**config.mk**
```make
export PLATFORM = sky130hd
export DESIGN_NAME = chs_lba_xlate
export DESIGN_NICKNAME = d
export VERILOG_FILES = /design/src/rtl/chs_xlate_pkg.sv /design/src/rtl/chs_geom.sv /design/src/rtl/chs_cap.sv /design/src/rtl/chs_addr.sv /design/src/rtl/chs_map.sv /design/src/rtl/chs_lba_xlate.sv
export SDC_FILE = /design/constraint.sdc
export NUM_CORES = 1
export LEC_CHECK = 0
export BUFFER_PORTS_ARGS = -buffer_cell sky130_fd_sc_hd__buf_2
export CAP_MARGIN = 20
export CORE_MARGIN = 10
export CORE_UTILIZATION = 25
export CTS_CLUSTER_SIZE = 16
export DETAILED_ROUTE_END_ITERATION = 16
export SLEW_MARGIN = 0
export SYNTH_ARGS = -nofsm -noshare
export SYNTH_HDL_FRONTEND = slang
export SYNTH_SLANG_ARGS = --single-unit
```
**constraint.sdc**
```tcl
create_clock -name clk_i -period 37.6 [get_ports clk_i]
set_input_delay 9.4 -clock clk_i [delete_from_list [all_inputs] [get_ports clk_i]]
set_output_delay 9.4 -clock clk_i [all_outputs]
set_load 0.03 [all_outputs]
```
**src/rtl/chs_xlate_pkg.sv**
```systemverilog
package chs_xlate_pkg;
  localparam int SEC_W = 8;
  localparam int CYL_W = 16;
  localparam int HD_W  = 4;
  localparam int LBA_W = HD_W + CYL_W + SEC_W;

  typedef struct packed {
    logic [1:0] hsh;  // log2 heads
    logic [2:0] ssh;  // log2 sectors per track
  } geom_t;
endpackage

```
**src/rtl/chs_geom.sv**
```systemverilog
module chs_geom
  import chs_xlate_pkg::*;
(
  input  logic [1:0] chips_i,
  input  logic [1:0] density_i,
  output geom_t      geom_o,
  output logic [3:0] heads_o,
  output logic [7:0] spt_o
);
  logic [1:0] cidx;
  logic [3:0] tot_sh, s_sh;

  always_comb begin
    cidx    = (chips_i == 2'd3) ? 2'd2 : chips_i;
    // sectors per cylinder doubles with each density and chip step
    tot_sh  = 4'd4 + {2'b00, density_i} + {2'b00, cidx};
    s_sh    = ((density_i == 2'd0) ? 4'd4 : 4'd5) + {3'b000, (cidx != 2'd0)};
    geom_o.ssh = s_sh[2:0];
    geom_o.hsh = 2'(tot_sh - s_sh);
    heads_o = 4'd1 << geom_o.hsh;
    spt_o   = 8'd1 << geom_o.ssh;
  end
endmodule

```
**src/rtl/chs_cap.sv**
```systemverilog
module chs_cap
  import chs_xlate_pkg::*;
#(
  parameter int CYL_DEF = 1000
) (
  input  logic             clk_i,
  input  logic             rst_ni,
  input  logic             cyl_wr_i,
  input  logic [CYL_W-1:0] cyl_i,
  input  geom_t            geom_i,
  output logic [LBA_W-1:0] cap_o
);
  logic [CYL_W-1:0] cyl_max_q;
  logic [LBA_W-1:0] cap_q;
  logic [3:0]       sh;

  assign sh    = {2'b00, geom_i.hsh} + {1'b0, geom_i.ssh};
  assign cap_o = cap_q;

  always_ff @(posedge clk_i or negedge rst_ni) begin
    if (!rst_ni) begin
      cyl_max_q <= CYL_W'(CYL_DEF);
      cap_q     <= '0;
    end else begin
      if (cyl_wr_i) cyl_max_q <= cyl_i;
      cap_q <= LBA_W'(cyl_max_q) << sh;
    end
  end
endmodule

```
**src/rtl/chs_addr.sv**
```systemverilog
module chs_addr
  import chs_xlate_pkg::*;
(
  input  logic             clk_i,
  input  logic             rst_ni,
  input  logic             load_i,
  input  logic             adv_i,
  input  logic [SEC_W-1:0] sn_i,
  input  logic [CYL_W-1:0] cyl_i,
  input  logic [7:0]       dh_i,
  input  logic [3:0]       heads_i,
  input  logic [7:0]       spt_i,
  output logic [SEC_W-1:0] sn_o,
  output logic [CYL_W-1:0] cyl_o,
  output logic [7:0]       dh_o
);
  logic [SEC_W-1:0] sn_q, sn_n;
  logic [CYL_W-1:0] cyl_q, cyl_n;
  logic [7:0]       dh_q, dh_n;

  always_comb begin
    sn_n  = sn_q;
    cyl_n = cyl_q;
    dh_n  = dh_q;
    if (dh_q[6]) begin
      {dh_n[HD_W-1:0], cyl_n, sn_n} = {dh_q[HD_W-1:0], cyl_q, sn_q} + LBA_W'(1);
    end else if (sn_q < spt_i) begin
      sn_n = sn_q + 8'd1;
    end else begin
      sn_n = 8'd1;
      if (dh_q[3:0] < heads_i - 4'd1) begin
        dh_n[3:0] = dh_q[3:0] + 4'd1;
      end else begin
        dh_n[3:0] = 4'd0;
        cyl_n     = cyl_q + CYL_W'(1);
      end
    end
  end

  always_ff @(posedge clk_i or negedge rst_ni) begin
    if (!rst_ni) begin
      sn_q  <= 8'd1;
      cyl_q <= '0;
      dh_q  <= 8'hA0;
    end else if (load_i) begin
      sn_q  <= sn_i;
      cyl_q <= cyl_i;
      dh_q  <= dh_i;
    end else if (adv_i) begin
      sn_q  <= sn_n;
      cyl_q <= cyl_n;
      dh_q  <= dh_n;
    end
  end

  assign sn_o  = sn_q;
  assign cyl_o = cyl_q;
  assign dh_o  = dh_q;
endmodule

```
**src/rtl/chs_map.sv**
```systemverilog
module chs_map
  import chs_xlate_pkg::*;
(
  input  logic [SEC_W-1:0] sn_i,
  input  logic [CYL_W-1:0] cyl_i,
  input  logic [7:0]       dh_i,
  input  geom_t            geom_i,
  input  logic [3:0]       heads_i,
  input  logic [7:0]       spt_i,
  input  logic [LBA_W-1:0] cap_i,
  output logic [LBA_W-1:0] lba_o,
  output logic             err_o
);
  logic [LBA_W-1:0] lba_lin, lba_trk;
  logic [3:0]       csh;
  logic             bad_fld;

  always_comb begin
    csh     = {2'b00, geom_i.hsh} + {1'b0, geom_i.ssh};
    lba_lin = {dh_i[HD_W-1:0], cyl_i, sn_i};
    lba_trk = (LBA_W'(cyl_i) << csh) + (LBA_W'(dh_i[3:0]) << geom_i.ssh)
            + LBA_W'(sn_i) - LBA_W'(1);
    bad_fld = (sn_i == '0) || (sn_i > spt_i) || (dh_i[3:0] >= heads_i);
    lba_o   = dh_i[6] ? lba_lin : lba_trk;
    err_o   = (lba_o >= cap_i) || (!dh_i[6] && bad_fld);
  end
endmodule

```
**src/rtl/chs_lba_xlate.sv**
```systemverilog
module chs_lba_xlate
  import chs_xlate_pkg::*;
#(
  parameter int CYL_DEF = 1000
) (
  input  logic        clk_i,
  input  logic        rst_ni,
  input  logic [1:0]  chips_i,
  input  logic [1:0]  density_i,
  input  logic        cyl_max_wr_i,
  input  logic [15:0] cyl_max_i,
  input  logic        load_i,
  input  logic        adv_i,
  input  logic [7:0]  sec_num_i,
  input  logic [7:0]  cyl_lo_i,
  input  logic [7:0]  cyl_hi_i,
  input  logic [7:0]  dev_head_i,
  output logic [7:0]  sec_num_o,
  output logic [7:0]  cyl_lo_o,
  output logic [7:0]  cyl_hi_o,
  output logic [7:0]  dev_head_o,
  output logic [27:0] lba_o,
  output logic        range_err_o,
  output logic [3:0]  heads_o,
  output logic [7:0]  spt_o
);
  geom_t            geom;
  logic [LBA_W-1:0] cap;
  logic [CYL_W-1:0] cyl_q;
  logic [SEC_W-1:0] sn_q;
  logic [7:0]       dh_q;

  chs_geom u_geom (
    .chips_i  (chips_i),
    .density_i(density_i),
    .geom_o   (geom),
    .heads_o  (heads_o),
    .spt_o    (spt_o)
  );

  chs_cap #(.CYL_DEF(CYL_DEF)) u_cap (
    .clk_i   (clk_i),
    .rst_ni  (rst_ni),
    .cyl_wr_i(cyl_max_wr_i),
    .cyl_i   (cyl_max_i),
    .geom_i  (geom),
    .cap_o   (cap)
  );

  chs_addr u_addr (
    .clk_i  (clk_i),
    .rst_ni (rst_ni),
    .load_i (load_i),
    .adv_i  (adv_i),
    .sn_i   (sec_num_i),
    .cyl_i  ({cyl_hi_i, cyl_lo_i}),
    .dh_i   (dev_head_i),
    .heads_i(heads_o),
    .spt_i  (spt_o),
    .sn_o   (sn_q),
    .cyl_o  (cyl_q),
    .dh_o   (dh_q)
  );

  chs_map u_map (
    .sn_i   (sn_q),
    .cyl_i  (cyl_q),
    .dh_i   (dh_q),
    .geom_i (geom),
    .heads_i(heads_o),
    .spt_i  (spt_o),
    .cap_i  (cap),
    .lba_o  (lba_o),
    .err_o  (range_err_o)
  );

  assign sec_num_o  = sn_q;
  assign cyl_lo_o   = cyl_q[7:0];
  assign cyl_hi_o   = cyl_q[15:8];
  assign dev_head_o = dh_q;
endmodule

```
# --- Word level (Yosys, flattened, before mapping) ---
# Cells that the tools add are included.
totals:
  ff_bits: 76
  output_inout_bits: 73
op_classes:
  order_cmp: 5
  n_reduce_logical: 11
  shift: 5
  n_addsub: 13
  eq_ne: 3
  n_mux: 17
ops:
  columns: ["cell", "n"]
  rows:
  - ["$mux W16", 5]
  - ["$shl A16 B4 Y28", 2]
  - ["$mux W8", 5]
  - ["$add A28 B1 Y28 const B", 1]
  - ["$add A28 B28 Y28", 1]
  - ["$add A28 B8 Y28", 1]
  - ["$ge A28 B28 Y1", 1]
  - ["$mux W28", 1]
  - ["$shl A4 B3 Y28", 1]
  - ["$sub A28 B1 Y28 const B", 1]
  - ["$add A16 B1 Y16 const B", 1]
  - ["$mux W4", 4]
  - ["$add A8 B1 Y8 const B", 1]
  - ["$gt A8 B8 Y1", 1]
  - ["$logic_not A8 Y1", 1]
  - ["$lt A8 B8 Y1", 1]
  - ["$shl A1 B3 Y8 const A", 1]
  - ["$ne A3 B2 Y1 const B", 2]
  - ["$add A2 B3 Y4", 1]
  - ["$add A4 B1 Y4 const B", 1]
  - ["$ge A4 B4 Y1", 1]
  - ["$lt A4 B4 Y1", 1]
  - ["$reduce_bool A2 Y1", 2]
  - ["$shl A1 B2 Y4 const A", 1]
  - ["other kinds (14)", 16]

# --- Logic depth before layout (Yosys ltp) ---
# Gate-level depths: netlist (run 1).
depth:
  ltp_word: 13
  ltp_mapped: 33
  mapped_depth_nobuf: 31

# --- Modules after synthesis ---
# A second synthesis (run 1) with hierarchy kept.
hier_totals:
  cells_unflattened: 1123
  area_unflattened_um2: 9356.5
modules_own_cells:
  columns: ["module", "area_each_um2", "cells_per_inst", "seq_area_each_um2", "instances"]
  rows:
  - ["chs_map", 4435.5, 631, 0.0, 1]
  - ["chs_addr", 2401.1, 275, 804.5, 1]
  - ["chs_cap", 2304.7, 189, 1108.6, 1]
  - ["chs_geom", 215.2, 28, 0.0, 1]

# --- Worst setup path after synthesis (run 1) ---
# No wires, ideal clock.
synth_timing:
  path_type: "input to output"
  from: "input port chips_i[1]"
  to: "output port range_err_o"
  cell_stages: 29
  slack_ns: 11.230
  arrival_time_ns: 16.970
  required_ns: 28.200
  cell_sequence: "or2_2 > ha_1 > ha_1 > inv_1 > ha_1 > xnor2_1 > xnor2_1 > xnor2_1 > fa_1 > clkbuf_1 > buf_1 > mux2i_1 > a21oi_1 > ha_1 > inv_1 > ha_1 > ha_1 > a21o_1 > a21oi_1 > o32ai_1 > nor2_1 > o21ai_0 > o311ai_0 > ha_1 > nand4_1 > or2_2 > nor4_1 > o211ai_1 > nand4_1"
synth_between:
  elab_cells_between_ends: 22
  classes_between: "add/sub (7); order compare (3); eq/ne (1); shift (4); mux (2); reduce/logical (5)"
synth_rtl:
  columns: ["element", "line_no", "source"]
  rows:
  - ["start: declaration", "chs_lba_xlate.sv:8", "input logic [1:0] chips_i,"]
  - ["$eq A2 B2 Y1", "chs_geom.sv:14", "cidx = (chips_i == 2'd3) ? 2'd2 : chips_i;"]
  - ["$mux W2 (*)", "chs_geom.sv:14", null]
  - ["$reduce_bool A2 Y1 (*)", "chs_geom.sv:17", "s_sh = ((density_i == 2'd0) ? 4'd4 : 4'd5) + {3'b000, (cidx != 2'd0)};"]
  - ["$add A3 B1 Y3 (*)", "chs_geom.sv:17", null]
  - ["$shl A1 B3 Y8 (*)", "chs_geom.sv:21", "spt_o = 8'd1 << geom_o.ssh;"]
  - ["via spt_o[5]", "chs_lba_xlate.sv:25", "output logic [7:0] spt_o"]
  - ["$gt A8 B8 Y1 (*)", "chs_map.sv:23", "bad_fld = (sn_i == '0) || (sn_i > spt_i) || (dh_i[3:0] >= heads_i);"]
  - ["$logic_or A1 B1 Y1 (*) (2 in a row)", "chs_map.sv:23", null]
  - ["$logic_and A1 B1 Y1 (*)", "chs_map.sv:25", "err_o = (lba_o >= cap_i) || (!dh_i[6] && bad_fld);"]
  - ["$logic_or A1 B1 Y1 (*)", "chs_map.sv:25", null]
  - ["end: declaration", "chs_lba_xlate.sv:23", "output logic range_err_o,"]
# Mark *: on every way through the listed nets, which the timed path passes. The rest lies on a longest branch.

# --- Worst setup path after layout (run 1) ---
layout_timing:
  from: "input port density_i[0]"
  to: "output port range_err_o"
layout_between:
  elab_chain_cells: 12
  elab_cells_between_ends: 22
  classes_between: "add/sub (8); order compare (3); shift (4); mux (2); reduce/logical (5)"
layout_rtl:
  columns: ["element", "line_no", "source"]
  rows:
  - ["start: declaration", "chs_lba_xlate.sv:9", "input logic [1:0] density_i,"]
  - ["$logic_not A2 Y1", "chs_geom.sv:17", null]
  - ["$mux W1", "chs_geom.sv:17", null]
  - ["$add A3 B1 Y3", "chs_geom.sv:17", null]
  - ["$sub A2 B2 Y2", "chs_geom.sv:19", "geom_o.hsh = 2'(tot_sh - s_sh);"]
  - ["$add A2 B3 Y4", "chs_map.sv:19", "csh = {2'b00, geom_i.hsh} + {1'b0, geom_i.ssh};"]
  - ["$shl A16 B4 Y28", "chs_map.sv:21", "lba_trk = (LBA_W'(cyl_i) << csh) + (LBA_W'(dh_i[3:0]) << geom_i.ssh)"]
  - ["$add A28 B28 Y28", "chs_map.sv:21", null]
  - ["$add A28 B8 Y28", "chs_map.sv:22", "+ LBA_W'(sn_i) - LBA_W'(1);"]
  - ["$sub A28 B1 Y28", "chs_map.sv:22", null]
  - ["$mux W28", "chs_map.sv:24", "lba_o = dh_i[6] ? lba_lin : lba_trk;"]
  - ["$ge A28 B28 Y1", "chs_map.sv:25", null]
  - ["$logic_or A1 B1 Y1 (*)", "chs_map.sv:25", null]
# Mark *: on every way between the ends. The rest lies on a longest branch, timed or not.

==> results of run 1 <==
cells in the mapped netlist, types with 7 or more instances:
cell,count,share of area
ha_1,105,0.17
o21ai_0,92,0.058
inv_1,88,0.042
nand2_1,83,0.039
dfrtp_1,67,0.21
a21oi_1,61,0.038
mux2i_1,57,0.072
nor2_1,46,0.022
mux2_2,44,0.062
clkbuf_1,37,0.017
nand3_1,18,0.011
nor3_1,18,0.011
xnor2_1,17,0.019
nand2b_1,16,0.013
a21o_1,15,0.014
xor2_1,15,0.017
nand4_1,14,0.011
a31oi_1,9,0.0071
dfstp_2,9,0.030
nor4_1,9,0.0071
nor2b_1,7,0.0055
o211ai_1,7,0.0066
o21a_1,7,0.0066
o22ai_1,7,0.0055
cell usage in the layout, fill, tap and decap left out, drive strengths merged, types with 4 or more instances in the layout:
cell type,n
buf,135
ha,105
o21ai,92
inv,89
nand2,83
dfrtp,67
a21oi,61
mux2i,57
nor2,46
mux2,45
nand3,19
nor3,18
xnor2,17
a21o,17
nand2b,16
xor2,15
nand4,14
clkbuf,12
conb,10
nor4,9
a31oi,9
dfstp,9
o21a,7
o22ai,7
o211ai,7
nor2b,7
and2,7
and3,6
or2,6
o31ai,6
fa,6
a211oi,5
a221o,5
a21boi,4
a22oi,4
metal layers:
layer	GRT usage	vias to the layer above	wire, µm
met1	0.178	3501	12300
met2	0.202	226	11300
met4	0.0296	0	314
li1	-	3587	-
met3	0.0363	19	1820
met5	0	-	0
critical path: cells and delay by family:
family	cells	cell delay (ps)
compound gates	11	2390
xor+xnor	4	690
fa+ha+maj	8	2830
buf+inv	5	920
simple gates	6	1100
worst min-delay path by stage:
stage                         end  slack, ps  cells after the start          startpoint
2_1_floorplan  u_cap.cyl_max_q[1]        500                      1  u_cap.cyl_max_q[1]
3_3_place_gp       u_addr.dh_o[4]        480                      1      u_addr.dh_o[4]
3_5_place_dp       u_addr.dh_o[4]        490                      1      u_addr.dh_o[4]
4_1_cts            u_addr.dh_o[4]        510                      1      u_addr.dh_o[4]
5_1_grt            u_addr.dh_o[4]        550                      1      u_addr.dh_o[4]
6_report           u_addr.dh_o[4]        500                      1      u_addr.dh_o[4]
registers in the layout (all words and copies together) (netlist names):
name	count
u_addr.cyl_o	16
u_addr.sn_o	8
u_addr.dh_o	8
u_cap.cyl_max_q	16
u_cap.cap_o	28
final cells by class:
class,count,area share
Clock buffer,12,0.0277
Clock inverter,4,0.00338
Inverter,88,0.0357
Multi-Input combinational cell,743,0.596
Sequential cell,76,0.207
Tap cell,402,0.0543
Timing Repair Buffer,135,0.0759
logic make-up after synthesis:
logic type	count (synthesis)	synth area share
AND/OR/NAND/NOR	237	0.142
flip-flops	76	0.241
XOR/XNOR	32	0.0353
multiplexers	102	0.136
buffers and inverters	141	0.0695
AO/OA/AOI/OAI	251	0.195
adder cells (fa/ha/maj)	111	0.181
other	1	0.000472
stage by stage:
stage	instance area [µm²]	utilization	cells	worst slack, ps
floorplan	7980	-	960	11230
global placement	8960	0.285	1443	10920
detailed placement	8970	0.285	1444	10920
CTS	9260	0.294	1460	10910
global route	9260	0.294	1460	10280
finish	9260	0.294	1460	10850
==> run metrics, run 1 <==
status=finished clean; Max Slew Vio Count=0; Unique masters post-synth=67; Die X=around 200 µm; final worst-path cycle share=0.711; multi-input logic area=5520 µm²; asr flop ratio synth=1.00; core area=31500 µm²; crit-path most repeated cell=ha_1; IO Pins=130; first-pass GRT wire length=40800 µm; RSZ-0062 raised after global routing=false; worst rel slew slack=0.434; Vias=between 7000 and 8000; antenna viol nets, final=0; number of synthesized flops with an enable pin=0; Crit Path Max Fanout=41; area added between synthesis and finish=16.6%; critical path type=in2out; r2r setup slk=34570 ps; final WL=between 20000 and 30000 µm; WL/cell=roughly 18 µm; Final Hold Viols=0; drt via density=between 5 and 6; setup repair bufs after CTS=0; vias in the first global route=7218; Critical Path Sink=range_err_o; ys flop type=dfrtp_1; reg2reg start=u_addr.dh_o[6]; antenna violations before repair=0; WP data required=28200 ps; DR iter-0 viols=530; CTS sink cnt=76; I/O Buffers=approximately 130; CTS resizes=0; placed wire-length estimate=20600 µm; clock latency at the later pin of the worst-skew pair=about 360 ps; r2r endpoint=u_addr.cyl_o[8]; Die Footprint=roughly 40000 µm²; Synthesis Warnings=0; Min Hold Slack=around 500 ps; GP Congestion=0.893; minimum clock period=26750 ps; Final nets=1221; CP max stage cell=fa_2; Reg clk slew, reported paths=roughly 60 ps; CP startpoint=density_i[0]; register bit total from synthesis=76; CTS Buf Count=9; syn avg cell area=~8.4 µm²; Max Freq=between 0.03 and 0.04 GHz; cells on worst reg2reg path=7; Max Cap Viol=0; cells after synthesis=951; Slowest Stage Delay on Critical Path=570 ps; CP endpoint kind=output port; Fin Clk Skew=5.46 ps; number of buffers on the longest clock path=2; clock root buffer=clkbuf_16; WP data arrival=17350 ps; GR Overflow Total=0; Total GRT Usage=0.131; Post-CTS Hold Fix Bufs=0; FF+latch area=~1900 µm²; post-synth design cell area=7940 µm²; Worst-Margin Slew=849 ps; Die Y=198 µm; Hold/Removal Path Class=reg2reg; First-pass DRT Iterations=5; critical path launch point type=primary input; CTS H-Tree Depth=3; # DRC=0; Row Count=65; setup violators final=0; FILL cells=3378; Initial Utilization=0.252; CTS tree=built; sequential element share of the synthesized area=0.241; n_diodes=0; setup TNS=0 ps; largest net degree at the start of global routing=66; layout cells sized above 1=0.210
Power of run 1 is left out: the tool's default activity adds up to more than one toggle a clock period on the data nets, which glitch-free logic cannot reach.
==> inputs of run 2 (changes only) <==
- clock period: 37.6 -> 24.6 ns (I/O delays scaled with it)
==> run 2 against run 1 <==
  * Clock skew rose by 3.3 ps
  * Global-route usage fell by 0.065 points
  * Highest routed layer unchanged
  * Cell area rose by 0.70%
  * Sequential cell count did not move
  * Setup slack got worse by 6500 ps
  * Routed wire length fell by 0.27%
  * Critical path depth did not move
  * Critical endpoint unchanged
  * First-iteration DRC count rose by 7.9%
==> run metrics, run 2 (synthesis gave the netlist of run 1 again) <==
Hold Path Origin=u_addr.dh_o[4]; CTS sink cnt=76; vias in the first global route=~7200; number of buffers on the longest clock path=2; Fin Clk Skew=8.75 ps; RSZ-0062 raised after global routing=false; GP Congestion=0.893; Max Slew Vio Count=0; Die X=198 µm; FILL cells=3340; Final Cell Area=9320 µm²; Placement Setup Slack=4370 ps; WP buf/inv=5; Min Hold Slack=506 ps; CP endpoint kind=output port; Setup WS post-layout=between 4000 and 5000 ps; Die Footprint=39300 µm²; max FFs per register=28; r2r endpoint=u_addr.cyl_o[2]; CTS Buf Count=9; most frequent cells in the layout=124 x buf_2, 105 x ha_1, 92 x o21ai_0, 88 x inv_1, 83 x nand2_1; Worst-Margin Slew=slightly above 800 ps; reg2reg start=u_addr.dh_o[6]; placed wire-length estimate=slightly above 20000 µm; # DRC=0; minimum clock period=between 20000 and 25000 ps; IO Pins=130; Final nets=1221; layout cells sized above 1=0.211; final worst-path cycle share=0.825; Total GRT Usage=0.131; dpl cell area=8960 µm²; Initial Utilization=0.252; worst rel slew slack=0.441; antenna violations before repair=0; setup TNS=0 ps; Die Y=198 µm; Post-CTS Hold Fix Bufs=0; crit-path most repeated cell=ha_1; first-pass GRT wire length=40400 µm; critical path type=in2out; Hold/Removal Path Class=reg2reg; CTS resizes=0; First-pass DRT Iterations=5; CTS tree=built; Reg clk slew, reported paths=around 70 ps; most common cell after layout, fill and taps aside=buf_2; antenna viol nets, final=0; I/O Buffers=between 100 and 150; cells on worst reg2reg path=7; Max Freq=0.0493 GHz; multi-input logic area=5520 µm²; Crit Path Max Fanout=41; WP data required=between 15000 and 20000 ps; Final Hold Viols=0; Hold Path Depth=1; Min-Delay Endpoint=u_addr.dh_o[4]; DR iter-0 viols=572; WL/cell=17.6 µm; Top Family by Delay on Critical Path=adder cells; Slowest Stage Delay on Critical Path=between 500 and 600 ps; core area=31500 µm²; FF+latch area=~1900 µm²; WP data arrival=14140 ps; r2r setup slk=between 20000 and 25000 ps; final WL=approximately 26000 µm; clock latency at the later pin of the worst-skew pair=360 ps; setup violators final=0; largest net degree at the start of global routing=77; GR Overflow Total=0; critical path launch point type=primary input; status=finished clean; setup repair bufs after CTS=0; Max Cap Viol=0; Vias=~7300; drt via density=5.02; clock root buffer=clkbuf_16; CP max stage cell=fa_2; area added between synthesis and finish=17.4%; CTS H-Tree Depth=3; Row Count=65
run 2: cell types whose count changed in the layout (fill, tap and decap cells not counted), sizes merged:
cell      before  now
inv           89   92
clkinvlp       3    1
bufinv         0    2
clkbuf        12    9
diode          0    1
run 2: worst max path at each step:
stage	startpoint	end	depth (start not counted)
after floorplan	chips_i[1]	range_err_o	29
after detailed placement	chips_i[1]	range_err_o	34
final	density_i[0]	range_err_o	34
after global placement	chips_i[1]	range_err_o	34
after CTS	chips_i[1]	range_err_o	34
after global routing	density_i[0]	range_err_o	34
run 2: layout make-up:
| class | count | area share |
|---|---|---|
| clock inverters | 7 | 0.0113 |
| well taps | 402 | 0.0539 |
| diodes | 1 | 0.000268 |
| repair buffers | 135 | 0.0776 |
| flip-flops and latches | 76 | 0.205 |
| clock buffers | 9 | 0.0242 |
| inverters | 88 | 0.0354 |
| multi-input cells | 743 | 0.592 |
run 2: per-stage QoR:
step | cells | utilization
after global placement | 1442 | 0.285
after detailed placement | 1443 | 0.285
after global routing | 1460 | 0.296
after CTS | 1459 | 0.295
final | 1461 | 0.296
after floorplan | 960 | -
run 2: routing by layer:
layer	track usage	part of all wire	wire, µm
met1	0.179	0.47	12200
met5	0	0	0
met2	0.200	0.44	11300
met4	0.0308	0.015	379
met3	0.0324	0.072	1860
Power of run 2 is left out for the same reason.
==> inputs of run 3 (changes only) <==
- clock period: 24.6 -> 16.25 ns (I/O delays scaled with it)
==> run 3 against run 2 <==
  * Critical path depth is 4 lower
  * Hold slack worse by 3.5 ps
  * Register-to-register slack worse by 8400 ps
  * First-iteration DRC count is 19% higher
  * Sequential cell count stayed put
  * Core utilization is 0.056 points higher
  * Clock-buffer cell count is 3 higher
  * Non-clock buffer count is 3 higher
  * Final cell count is 0.14% higher
  * Setup slack worse by 3600 ps
  * Cell area is 0.19% higher
  * Clock skew is 1.6 ps higher
  * Critical path type unchanged
  * Critical endpoint unchanged
  * Highest routed layer unchanged
==> run metrics, run 3 (synthesis gave the netlist of run 1 again) <==
critical path launch point type=primary input; Die X=198 µm; most frequent cells in the layout=125 x buf_2, 105 x ha_1, 92 x o21ai_0, 88 x inv_1, 83 x nand2_1; n_diodes=0; CP max stage cell=fa_2; I/O Buffers=125; crit-path most repeated cell=ha_1; placed wire-length estimate=just over 20000 µm; CP endpoint kind=output port; Max Freq=0.0643 GHz; Die Y=198 µm; First-pass DRT Iterations=5; Final Hold Viols=0; CTS tree=built; area added between synthesis and finish=17.6%; core area=31500 µm²; Max Cap Viol=0; Fin Clk Skew=10.4 ps; Row Count=65; Slowest Stage Delay on Critical Path=700 ps; vias in the first global route=between 7000 and 8000; Die Footprint=around 39000 µm²; final worst-path cycle share=0.958; multi-input logic area=5530 µm²; CTS sink cnt=76; setup repair bufs after CTS=0; first-pass GRT wire length=40600 µm; Crit Path Max Fanout=20; clock root buffer=clkbuf_16; CTS H-Tree Depth=3; Reg clk slew, reported paths=60 ps; Final nets=1224; setup violators final=0; WP data arrival=11500 ps; most common cell after layout, fill and taps aside=buf_2; Worst-Margin Slew=870 ps; GP Congestion=0.885; Initial Utilization=0.252; RSZ-0062 raised after global routing=false; DR iter-0 viols=679; FILL cells=around 3400; IO Pins=130; status=finished clean; critical path type=in2out; worst rel slew slack=0.420; Hold/Removal Path Class=reg2reg; setup TNS=0 ps; WP data required=12190 ps; minimum clock period=15560 ps; CTS Buf Count=9; WL/cell=17.6 µm; clock latency at the later pin of the worst-skew pair=about 350 ps; Vias=7381; drt via density=5.05; final WL=25700 µm; Total GRT Usage=0.131; largest net degree at the start of global routing=between 60 and 70; # DRC=0; antenna viol nets, final=0; GR Overflow Total=0; layout cells sized above 1=0.211; FF+latch area=1910 µm²; number of buffers on the longest clock path=2; Max Slew Vio Count=0; max FFs per register=28; antenna violations before repair=0
==> run 3: area by class of cell <==
cell class / count / share of cell area
clock buffer: 12 / 0.0253
clock inverter: 4 / 0.0106
inverter: 88 / 0.0354
multi-input combinational: 743 / 0.592
sequential: 76 / 0.205
tap: 402 / 0.0538
timing repair buffer: 138 / 0.0782
==> run 3: path summary, 6_finish.rpt <==
| path | start | endpoint | slack, ps | cells past startpoint |
|---|---|---|---|---|
| setup reg to reg | u_addr.dh_o[6] | u_addr.cyl_o[8] | 13250 | 7 |
| max in group asynchronous | rst_ni | u_addr.dh_o[6] | 11530 | 2 |
| setup / recovery | density_i[0] | range_err_o | 690 | 30 |
| min in group asynchronous | rst_ni | u_cap.cyl_max_q[11] | 3550 | 1 |
| hold reg to reg | u_addr.dh_o[4] | u_addr.dh_o[4] | 500 | 1 |
| hold / removal | u_addr.dh_o[4] | u_addr.dh_o[4] | 500 | 1 |
==> run 3: metal layers <==
layer  up-vias  GRT usage  share of wire
li1       3589          -              -
met1      3504      0.180           0.47
met2       265      0.200           0.44
met3        23     0.0321          0.078
met4         0     0.0336          0.016
met5         -          0              0
==> run 3: repair_timing <==
item,4_1_cts,5_1_grt
gates resized for setup,0,1
endpoints found under the hold margin,0,0
hold buffers,0,0
setup endpoints to repair,0,1
==> run 3: critical path, delay by kind of cell <==
family                   cells  cell delay, ps
AO/OA/AOI/OAI                4            1350
XOR/XNOR                     3             540
adder cells (fa/ha/maj)      8            2840
buffers and inverters        5             790
multiplexers                 2             360
AND/OR/NAND/NOR              8            1570
==> run 3: metrics by stage <==
step | hold slack (ps) | setup WS [ps] | area [µm²] | instances | util
6_report | 502 | 688 | 9340 | 1463 | 0.297
5_1_grt | 530 | 160 | 9340 | 1463 | 0.297
4_1_cts | 504 | 628 | 9320 | 1462 | 0.296
3_5_place_dp | 490 | 645 | 8980 | 1446 | 0.285
3_3_place_gp | 484 | 740 | 8970 | 1444 | 0.285
2_1_floorplan | 502 | 555 | 7980 | 960 | -
Power of run 3 is left out for the same reason.
